==> src/rtl/nib_pkg.sv <==
package nib_pkg;

  localparam int IMM_W = 4;
  localparam int INSN_W = 2 * IMM_W;

  typedef enum logic [3:0] {
    OP_LDAM = 4'h0, OP_LDBM = 4'h1, OP_STAM = 4'h2, OP_LDAC = 4'h3,
    OP_LDBC = 4'h4, OP_LDAP = 4'h5, OP_LDAI = 4'h6, OP_LDBI = 4'h7,
    OP_STAI = 4'h8, OP_BR   = 4'h9, OP_BRZ  = 4'hA, OP_BRN  = 4'hB,
    OP_NOP  = 4'hC, OP_OPR  = 4'hD, OP_PFIX = 4'hE, OP_NFIX = 4'hF
  } opcode_e;

  typedef enum logic [2:0] {A_KEEP, A_MEM, A_OPND, A_PCREL, A_ADD, A_SUB} aSrc_e;
  typedef enum logic [1:0] {B_KEEP, B_MEM, B_OPND} bSrc_e;
  typedef enum logic [1:0] {ADR_OPND, ADR_ABASE, ADR_BBASE} adrSrc_e;
  typedef enum logic [1:0] {PC_HOLD, PC_INC, PC_REL, PC_BREG} pcSrc_e;
  typedef enum logic [1:0] {OR_CLEAR, OR_HOLD, OR_PFIX, OR_NFIX} orSrc_e;

  typedef struct packed {
    aSrc_e   aSrc;
    bSrc_e   bSrc;
    adrSrc_e adrSrc;
    pcSrc_e  pcSrc;
    orSrc_e  orSrc;
    logic    memWe;
  } strobe_t;

endpackage

==> src/rtl/nib_ctrl.sv <==
module nib_ctrl
  import nib_pkg::*;
#(
  parameter int DATA_W = 32
) (
  input  logic              clk,
  input  logic              rst_n,
  input  opcode_e           opcode,
  input  logic [DATA_W-1:0] opnd,
  input  logic              aZero,
  input  logic              aNeg,
  output strobe_t           stb,
  output logic              fetchEn,
  output logic              svcNow
);

  localparam logic [DATA_W-1:0] CODE_BRB = DATA_W'(0);
  localparam logic [DATA_W-1:0] CODE_ADD = DATA_W'(1);
  localparam logic [DATA_W-1:0] CODE_SUB = DATA_W'(2);
  localparam logic [DATA_W-1:0] CODE_SVC = DATA_W'(3);

  logic halted;

  always_ff @(posedge clk or negedge rst_n) begin
    if (!rst_n) halted <= 1'b0;
    else if (svcNow) halted <= 1'b1;
  end

  assign fetchEn = !halted;

  always_comb begin
    stb = '{aSrc: A_KEEP, bSrc: B_KEEP, adrSrc: ADR_OPND,
            pcSrc: PC_INC, orSrc: OR_CLEAR, memWe: 1'b0};
    svcNow = 1'b0;
    if (halted) begin
      stb.pcSrc = PC_HOLD;
      stb.orSrc = OR_HOLD;
    end else begin
      unique case (opcode)
        OP_LDAM: stb.aSrc = A_MEM;
        OP_LDBM: stb.bSrc = B_MEM;
        OP_STAM: stb.memWe = 1'b1;
        OP_LDAC: stb.aSrc = A_OPND;
        OP_LDBC: stb.bSrc = B_OPND;
        OP_LDAP: stb.aSrc = A_PCREL;
        OP_LDAI: begin stb.aSrc = A_MEM; stb.adrSrc = ADR_ABASE; end
        OP_LDBI: begin stb.bSrc = B_MEM; stb.adrSrc = ADR_BBASE; end
        OP_STAI: begin stb.memWe = 1'b1; stb.adrSrc = ADR_BBASE; end
        OP_BR:   stb.pcSrc = PC_REL;
        OP_BRZ:  if (aZero) stb.pcSrc = PC_REL;
        OP_BRN:  if (aNeg) stb.pcSrc = PC_REL;
        OP_OPR: begin
          if (opnd == CODE_BRB) stb.pcSrc = PC_BREG;
          else if (opnd == CODE_ADD) stb.aSrc = A_ADD;
          else if (opnd == CODE_SUB) stb.aSrc = A_SUB;
          else if (opnd == CODE_SVC) begin
            svcNow = 1'b1;
            stb.pcSrc = PC_HOLD;
          end
        end
        OP_PFIX: stb.orSrc = OR_PFIX;
        OP_NFIX: stb.orSrc = OR_NFIX;
        default: ;
      endcase
    end
  end

endmodule

==> src/rtl/nib_dpath.sv <==
module nib_dpath
  import nib_pkg::*;
#(
  parameter int DATA_W = 32
) (
  input  logic              clk,
  input  logic              rst_n,
  input  strobe_t           stb,
  input  logic [IMM_W-1:0]  imm,
  input  logic [DATA_W-1:0] memRdata,
  output logic [DATA_W-1:0] pcOut,
  output logic [DATA_W-1:0] opnd,
  output logic [DATA_W-1:0] memAddr,
  output logic [DATA_W-1:0] aOut,
  output logic              aZero,
  output logic              aNeg
);

  localparam logic [DATA_W-1:0] NEG_FILL = {DATA_W{1'b1}} << INSN_W;

  logic [DATA_W-1:0] pc, oreg, aReg, bReg;
  logic [DATA_W-1:0] pcInc, pcRel, shifted;

  assign opnd    = oreg | DATA_W'(imm);
  assign pcInc   = pc + DATA_W'(1);
  assign pcRel   = pcInc + opnd;
  assign shifted = opnd << IMM_W;

  always_comb begin
    unique case (stb.adrSrc)
      ADR_ABASE: memAddr = aReg + opnd;
      ADR_BBASE: memAddr = bReg + opnd;
      default:   memAddr = opnd;
    endcase
  end

  always_ff @(posedge clk or negedge rst_n) begin
    if (!rst_n) begin
      pc   <= '0;
      oreg <= '0;
      aReg <= '0;
      bReg <= '0;
    end else begin
      unique case (stb.pcSrc)
        PC_INC:  pc <= pcInc;
        PC_REL:  pc <= pcRel;
        PC_BREG: pc <= bReg;
        default: pc <= pc;
      endcase
      unique case (stb.orSrc)
        OR_PFIX: oreg <= shifted;
        OR_NFIX: oreg <= NEG_FILL | shifted;
        OR_HOLD: oreg <= oreg;
        default: oreg <= '0;
      endcase
      unique case (stb.aSrc)
        A_MEM:   aReg <= memRdata;
        A_OPND:  aReg <= opnd;
        A_PCREL: aReg <= pcRel;
        A_ADD:   aReg <= aReg + bReg;
        A_SUB:   aReg <= aReg - bReg;
        default: aReg <= aReg;
      endcase
      unique case (stb.bSrc)
        B_MEM:   bReg <= memRdata;
        B_OPND:  bReg <= opnd;
        default: bReg <= bReg;
      endcase
    end
  end

  assign pcOut = pc;
  assign aOut  = aReg;
  assign aZero = (aReg == '0);
  assign aNeg  = aReg[DATA_W-1];

endmodule

==> src/rtl/nib_core.sv <==
module nib_core
  import nib_pkg::*;
#(
  parameter int DATA_W = 32
) (
  input  logic              clk,
  input  logic              rst_n,
  output logic              fetchEn,
  output logic [DATA_W-1:0] fetchAddr,
  input  logic [INSN_W-1:0] fetchByte,
  output logic [DATA_W-1:0] dataAddr,
  input  logic [DATA_W-1:0] dataRdata,
  output logic [DATA_W-1:0] dataWdata,
  output logic              dataWe,
  output logic              haltValid,
  output logic [DATA_W-1:0] haltCode
);

  strobe_t           stb;
  opcode_e           opcode;
  logic [DATA_W-1:0] opnd, aVal;
  logic              aZero, aNeg, svcNow;

  assign opcode = opcode_e'(fetchByte[INSN_W-1:IMM_W]);

  nib_ctrl #(.DATA_W(DATA_W)) u_ctrl (
    .clk(clk), .rst_n(rst_n), .opcode(opcode), .opnd(opnd),
    .aZero(aZero), .aNeg(aNeg), .stb(stb), .fetchEn(fetchEn), .svcNow(svcNow)
  );

  nib_dpath #(.DATA_W(DATA_W)) u_dpath (
    .clk(clk), .rst_n(rst_n), .stb(stb), .imm(fetchByte[IMM_W-1:0]),
    .memRdata(dataRdata), .pcOut(fetchAddr), .opnd(opnd),
    .memAddr(dataAddr), .aOut(aVal), .aZero(aZero), .aNeg(aNeg)
  );

  assign dataWdata = aVal;
  assign dataWe    = stb.memWe;
  assign haltValid = svcNow;
  assign haltCode  = aVal;

endmodule

==> config.mk <==
export PLATFORM = sky130hd
export DESIGN_NAME = nib_core
export DESIGN_NICKNAME = d
export VERILOG_FILES = /design/src/rtl/nib_pkg.sv /design/src/rtl/nib_ctrl.sv /design/src/rtl/nib_dpath.sv /design/src/rtl/nib_core.sv
export SDC_FILE = /design/constraint.sdc
export NUM_CORES = 1
export LEC_CHECK = 0
export BUFFER_PORTS_ARGS = -buffer_cell sky130_fd_sc_hd__buf_2
export CORE_ASPECT_RATIO = 1.5
export CORE_MARGIN = 2
export CORE_UTILIZATION = 45
export CTS_BUF_LIST = sky130_fd_sc_hd__clkbuf_8
export DETAILED_ROUTE_END_ITERATION = 16
export PLACE_DENSITY = 0.72
export SYNTH_ARGS = -nofsm -noshare
export SYNTH_HDL_FRONTEND = slang
export SYNTH_HIERARCHICAL = 1
export SYNTH_SLANG_ARGS = --single-unit
export TNS_END_PERCENT = 100
==> constraint.sdc <==
create_clock -name clk -period 6.3 [get_ports clk]
set_input_delay 0.63 -clock clk [delete_from_list [all_inputs] [get_ports clk]]
set_output_delay 0.63 -clock clk [all_outputs]
set_load 0.02 [all_outputs]
# Yosys cells after proc, flatten, opt, wreduce, memory -nomap -nowiden
# Cells that the tools add are included.
[totals]
regBits = 129
latch_bits = 0
mem_bits_rw = 0
mem_bits_ro = 0
input_bits = 42
output_inout_bits = 131
wordCells = 84
mem_count = 0
[op_classes]
n_addsub = 6
multipliers = 0
n_div = 0
order_cmp = 0
n_eq_ne = 32
n_shift = 0
n_mux = 29
bitwise = 1
reduce_logical = 11
[ops]
columns = ["operator", "count"]
rows = [
  ["32-bit one-hot mux with 3 select lines", 2],
  ["32-bit one-hot mux with 5 select lines", 1],
  ["32-bit adder", 4],
  ["32-bit one-hot mux with 2 select lines", 2],
  ["32-bit by 2-bit equality test with 1-bit output (second input constant)", 2],
  ["32-bit zero test", 2],
  ["32-bit by 1-bit adder with 32-bit output (second input constant)", 1],
  ["32-bit by 1-bit equality test with 1-bit output (second input constant)", 1],
  ["32-bit by 4-bit OR with 32-bit output", 1],
  ["32-bit subtractor", 1],
  ["4-bit equality test (second input constant)", 7],
  ["4-bit by 3-bit equality test with 1-bit output (second input constant)", 4],
  ["2-bit equality test (second input constant)", 6],
  ["2-bit one-hot mux with 2 select lines", 3],
  ["3-bit one-hot mux with 4 select lines", 1],
  ["2-bit 2-to-1 mux", 5],
  ["1-bit 2-to-1 mux", 9],
  ["3-bit 2-to-1 mux", 3],
  ["2-bit by 1-bit equality test with 1-bit output (second input constant)", 4],
  ["4-bit by 2-bit equality test with 1-bit output (second input constant)", 2],
  ["2-bit one-hot mux with 4 select lines", 1],
  ["2-bit OR reduction", 4],
  ["7-bit 2-to-1 mux", 1],
  ["3-bit by 2-bit equality test with 1-bit output (second input constant)", 2],
  ["9 further kinds", 10],
]

# Logic depth before layout (Yosys ltp)
# Gate-level depths: netlist (run 1).
[logic_depth]
word_depth = 10
mapped_depth = 22

# By module
# Netlist (run 1), hierarchy kept.
[by_module_without_submodules]
columns = ["mod", "n_inst", "cells_each", "area_each_um2", "seq_area_each_um2"]
rows = [
  ["nib_dpath", 1, 1661, 12963.7, 3103.0],
  ["nib_ctrl", 1, 58, 391.6, 25.0],
  ["nib_core", 1, 32, 240.2, 0.0],
]

# Worst setup path after synthesis (run 1)
# No wires, ideal clock.
[synth_timing]
path_type = "input-to-output"
from = "in fetchByte[5]"
to = "out dataAddr[30]"
arrival_time_ns = 4.905
slack_ns = 0.765
stages = 20
path_cell_list = "buf_2 nand2b_1 o32a_1 nor2_1 ha_1 clkbuf_1 clkbuf_1 o21ai_0 ha_1 fa_1 a211o_1 a21oi_1 o21ai_0 a21oi_1 o21ai_1 o221a_2 a31o_2 a41oi_1 xor2_1 o21ai_1"
[synth_rtl]
columns = ["item", "line_no", "text"]
rows = [
  ["start: declaration", "nib_core.sv:10", "input logic [INSN_W-1:0] fetchByte,"],
  ["end: declaration", "nib_core.sv:11", "output logic [DATA_W-1:0] dataAddr,"],
]

==> results of run 1 <==
cell type report:
class	count	share of cell area, %
Multi-Input combinational cell	1443	64.2
Sequential cell	125	20.8
Timing Repair Buffer	214	7.85
Tap cell	400	3.32
Clock buffer	19	1.74
Clock inverter	13	1.10
Inverter	41	1.02
Antenna cell	1	0.0166
power by group through the flow:
stage	Sequential [mW]	Clock [mW]	Combinational, mW
floorplan	0.931	0	0.662
global placement	0.939	0	0.903
detailed placement	0.941	0	0.915
CTS	0.925	0.805	0.922
global route	0.933	0.832	1.02
finish	0.927	0.794	0.938
worst paths after layout:
check / endpoint / slack, ns / cells after the start
max: u_dpath/aOut[28]$_DFFE_PN0P_ / 0.45 / 20
min: u_dpath/bReg[29]$_DFFE_PN0P_ / 0.09 / 1
max reg2reg: u_dpath/aOut[28]$_DFFE_PN0P_ / 0.45 / 20
min reg2reg: u_dpath/bReg[8]$_DFFE_PN0P_ / 0.62 / 2
max in group asynchronous: u_dpath/pcOut[2]$_DFFE_PN0P_ / 4.91 / 2
min in group clk: u_dpath/bReg[0]$_DFFE_PN0P_ / 0.42 / 3
placed cells by master, fill, tap and decap left out, types with 8 or more instances in the layout:
master	count
nand2_1	218
buf_2	171
a21oi_1	161
nor2_1	148
o21ai_0	141
dfrtp_1	125
xnor2_1	104
ha_1	96
xor2_1	73
buf_4	42
mux2i_1	40
inv_1	39
a21o_1	38
nand3_1	34
mux2_2	31
a31oi_1	27
and3_1	25
nand4_1	24
nor3_1	21
nor4_1	20
clkbuf_8	19
o21a_1	19
nand2b_1	18
o31ai_1	18
or3_1	15
o21bai_1	14
a221oi_1	12
nor2b_1	11
a221o_1	11
a211oi_1	9
o211ai_1	8
sequential cells by signal, indices dropped and copies added (netlist names):
register / count
u_dpath/oreg: 28
u_dpath/aOut: 32
u_dpath/bReg: 32
u_dpath/pcOut: 32
u_ctrl/halted: 1
cells in the mapped netlist (all sizes together) (22+ instances only):
cell | number | area share (%)
dfrtp | 125 | 23
inv | 40 | 1.1
nor4 | 22 | 1.2
and3 | 25 | 1.2
a21oi | 163 | 6.1
buf | 54 | 2.7
o21ai | 149 | 5.5
a31oi | 27 | 1.2
nor3 | 24 | 0.96
mux2i | 40 | 2.9
xnor2 | 104 | 6.7
ha | 98 | 9.0
clkbuf | 88 | 2.4
nand2 | 219 | 6.1
o31ai | 22 | 1.5
xor2 | 73 | 4.7
nor2 | 149 | 4.1
nand4 | 24 | 1.1
nand3 | 34 | 1.3
mux2 | 31 | 2.6
a21o | 38 | 2.1
metal layers:
| layer | share of wire, % | vias to the layer above |
|---|---|---|
| li1 | - | 6428 |
| met1 | 43 | 6612 |
| met2 | 46 | 546 |
| met3 | 6.8 | 85 |
| met4 | 3.6 | 0 |
| met5 | 0 | - |
cell families after synthesis:
group                    share of synthesized area (%)
multiplexers                                      5.68
buffers and inverters                             6.22
AO/OA/AOI/OAI                                     24.4
XOR/XNOR                                          11.4
flip-flops                                        23.0
adder cells (fa/ha/maj)                           9.46
AND/OR/NAND/NOR                                   19.8
metrics by stage:
stage | setup slack [ns] | total power, mW | cells
6_report | 0.451 | 2.66 | 2256
5_1_grt | 0.101 | 2.79 | 2256
4_1_cts | 0.571 | 2.65 | 2255
3_5_place_dp | 0.582 | 1.86 | 2223
3_3_place_gp | 0.715 | 1.84 | 2223
2_1_floorplan | 0.765 | 1.59 | 1751
critical path, cell delays in order (launching register included):
cell and delay, ns:
dfrtp_1 0.43, nor4_1 0.43, buf_4 0.20, nand4_1 0.16, or2_2 0.42, o41ai_2 0.60
nand3_1 0.24, buf_4 0.26, o31ai_1 0.10, xor2_1 0.18, ha_1 0.31, a21o_1 0.23
nor3_2 0.16, a211oi_2 0.15, a2111oi_4 0.52, o31ai_4 0.15, a311oi_2 0.46, nor3_1 0.10
o31ai_1 0.31, o211ai_1 0.16, a21boi_1 0.15
==> results.json, run 1 <==
{
  "vias_per_cell": 6.06,
  "post_route_cells_drive_above_1_share_pct": 17.3,
  "hold_viol": 0,
  "hpwl_um": 37200,
  "ioPinCount": 173,
  "synthFlopType": "dfrtp_1",
  "whs_ns": 0.0943,
  "fin_skew_ns": 0.0142,
  "hold_path_class": "in -> async",
  "yosysWarnings": 6,
  "end_kind": "flip-flop",
  "cts_buffer_depth": 2,
  "row_count": 78,
  "path_class": "reg -> reg",
  "use_met1_pct": 40.7,
  "crit_required_ns": 6.71,
  "syn_to_final_growth_pct": 10.8,
  "clock_latency_ns": 0.52,
  "top_usage_layer": "met2",
  "wire_per_inst_um": 21.4,
  "final_util_pct": 50.3,
  "async_flop_share_pct": 100,
  "cts_root_buf": "clkbuf_8",
  "syn_avg_cell_area_um2": 7.76,
  "dieArea_um2": 31600,
  "coreArea_um2": 30000,
  "syn_area_um2": 13600,
  "tns_ns": 0,
  "ys_ff_latch": 125,
  "timing.rr.start": "u_dpath/oreg[31]$_DFFE_PN0P_",
  "start_kind": "flip-flop",
  "p_switching_mw": 1.04,
  "fp.dieW_um": 146,
  "cts_tree": "yes",
  "period_share_pct": 92.8,
  "cts-resized-gates": 0,
  "place_area_um2": 14600,
  "io_buffers": 172,
  "power.internal_mw": 1.62,
  "power.share.clock_pct": 29.9,
  "synth_edf_count": 0,
  "post-cts-setup-buffers": 0,
  "grtUsageTotal_pct": 30.3,
  "regArea_um2": 3130,
  "status": "completed",
  "grt_overflow": 0,
  "drt.antenna.violating_nets": 0,
  "p_leak_nw": 7.28,
  "nFillCells": 2973,
  "grt_pass1_vias": 13160,
  "use_met2_pct": 49.5,
  "cts.htree.levels": 4,
  "die_height_um": 217,
  "ir_drop_uv": 145,
  "cts_sinks": 125,
  "drt_iter0_drc": 1422,
  "setup_viol": 0,
  "wirelength_um": 48300,
  "drv_cap": 0,
  "antenna_found_initial": 1,
  "layout_min_cycle_time_ns": 5.85,
  "first_pass_iters": 6,
  "p_per_area_nw_per_um2": 176,
  "grt_max_degree": 67,
  "power.share.sequential_pct": 34.9,
  "max_freq_mhz": 171,
  "initial_core_util_pct": 45.4,
  "yosysUniqueCellTypes": 87,
  "worst_pin_slew_ns": 1.08,
  "crit_fanout": 17,
  "clk_pin_slew_ns": 0.09,
  "netlist_instances": 1751,
  "drc_errors": 0,
  "rsz0062_at_grt": "false",
  "grt_pass1_wl_um": 74800,
  "design_area_um2": 15100,
  "cts_buffers": 17,
  "via_count": 13671,
  "worst_ep_arrival_time_ns": 6.26,
  "nets": 1985,
  "postSynthNetCount": 1894,
  "ys_seq_area_share_pct": 23.0,
  "multiInputGateArea_um2": 9670,
  "report.final.slew_viol_count": 0,
  "globalplace.congestion": 0.971,
  "cts_hold_buffers": 0,
  "use_met3_pct": 3.31,
  "cp-startpoint": "u_dpath/oreg[31]$_DFFE_PN0P_",
  "comb_power_share_pct": 35.3,
  "netSwitchingFraction_pct": 39.0,
  "slew_headroom_pct": 27.9
}
(Power assumes the default switching activity.)
==> run 2, diff against run 1 <==
Settings changed: CELL_PAD_IN_SITES_DETAIL_PLACEMENT from default to 2, CELL_PAD_IN_SITES_GLOBAL_PLACEMENT from default to 2, CORE_UTILIZATION 45 to 36, PLACE_DENSITY 0.72 to 0.91.
==> results.json, run 2 (synthesized netlist as in run 1, its figures left out) <==
{
  "ff2ff_path_depth": 20,
  "final_common_cell": "nand2_1",
  "nets": 1983,
  "clk_pin_slew_ns": 0.09,
  "start_kind": "input port",
  "row_count": 87,
  "cts_buffers": 17,
  "design_area_um2": 15100,
  "power.share.clock_pct": 28.0,
  "grt_max_degree": 73,
  "setup_ws_ns": 0.145,
  "io_buffers": 172,
  "tns_ns": 0,
  "dieArea_um2": 39400,
  "grt_overflow": 0,
  "nFillCells": 4306,
  "via_count": 15222,
  "setup_viol": 0,
  "dp_cells": 2310,
  "drv_cap": 0,
  "worst_pin_slew_ns": 1.20,
  "initial_core_util_pct": 36.3,
  "p_leak_nw": 7.30,
  "post_route_cells_drive_above_1_share_pct": 17.1,
  "path_class": "in -> out",
  "netSwitchingFraction_pct": 42.2,
  "rsz0062_at_grt": "false",
  "cts_buffer_depth": 2,
  "slew_headroom_pct": 19.3,
  "crit_required_ns": 5.67,
  "vias_per_cell": 6.49,
  "post-cts-setup-buffers": 0,
  "worst_ep_arrival_time_ns": 5.52,
  "cts_hold_buffers": 0,
  "die_height_um": 242,
  "hpwl_um": 48500,
  "wirelength_um": 69300,
  "p_per_area_nw_per_um2": 183,
  "whs_ns": 0.136,
  "antenna_found_initial": 1,
  "crit_fanout": 20,
  "comb_power_share_pct": 38.1,
  "layout_min_cycle_time_ns": 6.15,
  "final_cells": 2344,
  "cts-resized-gates": 0,
  "fp.dieW_um": 163,
  "grt_pass1_vias": 16576,
  "drc_errors": 0,
  "wire_per_inst_um": 29.6,
  "timing.rr.start": "u_dpath/oreg[31]$_DFFE_PN0P_",
  "ir_drop_uv": 86.7,
  "power.internal_mw": 1.60,
  "syn_to_final_growth_pct": 11.4,
  "end_kind": "output port",
  "grt_pass1_wl_um": 105000,
  "cts_root_buf": "clkbuf_8",
  "coreArea_um2": 37400,
  "drt_iter0_drc": 1456,
  "place_ws_ns": 0.292,
  "max_freq_mhz": 162,
  "status": "completed",
  "p_switching_mw": 1.17,
  "clock_latency_ns": 0.53,
  "drt.antenna.violating_nets": 0,
  "hold_path_class": "in -> async",
  "globalplace.congestion": 0.963,
  "hold_viol": 0,
  "ioPinCount": 173,
  "rrSetupSlack_ns": 0.38,
  "cts.htree.levels": 4,
  "power.share.sequential_pct": 33.9,
  "grtUsageTotal_pct": 34.8,
  "cts_sinks": 125,
  "place_area_um2": 14700,
  "r2r_end": "u_dpath/aOut[28]$_DFFE_PN0P_",
  "cts_tree": "yes",
  "fin_skew_ns": 0.0177,
  "period_share_pct": 97.7,
  "report.final.slew_viol_count": 0,
  "first_pass_iters": 6,
  "layout_common_cells": "218 x nand2_1, 171 x buf_2, 160 x a21oi_1"
}
run 2: changes by cell type in the layout (fill, tap and decap cells not counted), moves of 2 or more:
cell	delta
clkinv_4	-3
buf_4	-2
inv_1	+4
clkbuf_8	+2
clkinv_2	+4
clkinvlp_4	-6
run 2: final cells by class:
| type | count | area [um^2] | area share (%) |
|---|---|---|---|
| multi-input cells | 1443 | 9690 | 64.0 |
| clock inverters | 11 | 100 | 0.661 |
| inverters | 41 | 154 | 1.02 |
| well taps | 489 | 612 | 4.04 |
| diodes | 2 | 5.00 | 0.0330 |
| clock buffers | 21 | 289 | 1.91 |
| repair buffers | 212 | 1170 | 7.71 |
| flip-flops and latches | 125 | 3130 | 20.7 |
run 2: power by group through the flow:
stage	Sequential (mW)	Combinational (mW)	Clock, mW
after global routing	0.940	1.12	0.810
after global placement	0.938	0.916	0
after CTS	0.932	1.03	0.783
after floorplan	0.931	0.662	0
after detailed placement	0.946	0.985	0
final	0.937	1.05	0.776
run 2: metal layers:
metal	routed length [um]	track usage [%]	vias to the layer above
met5	0	0	-
met4	4660	21.4	0
met3	4510	5.17	260
met2	33400	58.4	809
met1	26700	41.5	7731
li1	-	-	6422
run 2: worst max-delay path, stage by stage:
cell,delay (ns)
buf_2,0.17
nand2b_1,0.18
o32a_1,0.31
nor2_1,0.10
ha_2,0.40
buf_4,0.38
mux2_2,0.38
ha_1,0.38
a2111oi_1,0.62
o2111ai_1,0.23
nand3_1,0.21
o21ai_0,0.17
a211o_1,0.31
nand2_1,0.15
o21ai_1,0.12
xor2_1,0.19
nor2_1,0.14
xor2_1,0.22
buf_2,0.21
run 2: how the worst max path moves through the flow:
| stage | end | slack [ns] | depth (start not counted) | from |
|---|---|---|---|---|
| 2_1_floorplan | dataAddr[30] | 0.77 | 20 | fetchByte[5] |
| 3_3_place_gp | u_dpath/aOut[31]$_DFFE_PN0P_ | 0.52 | 20 | u_dpath/oreg[31]$_DFFE_PN0P_ |
| 3_5_place_dp | u_dpath/aOut[31]$_DFFE_PN0P_ | 0.29 | 20 | fetchByte[4] |
| 4_1_cts | dataAddr[31] | 0.14 | 19 | fetchByte[5] |
| 5_1_grt | u_dpath/aOut[31]$_DFFE_PN0P_ | 0.01 | 19 | u_dpath/oreg[8]$_DFFE_PN0P_ |
| 6_report | dataAddr[31] | 0.15 | 19 | fetchByte[5] |
run 2: per-stage QoR:
stage | total power, mW | util (%)
after floorplan | 1.59 | -
after global placement | 1.85 | 39.3
after detailed placement | 1.93 | 39.3
after CTS | 2.74 | 40.4
after global routing | 2.87 | 40.4
final | 2.77 | 40.4
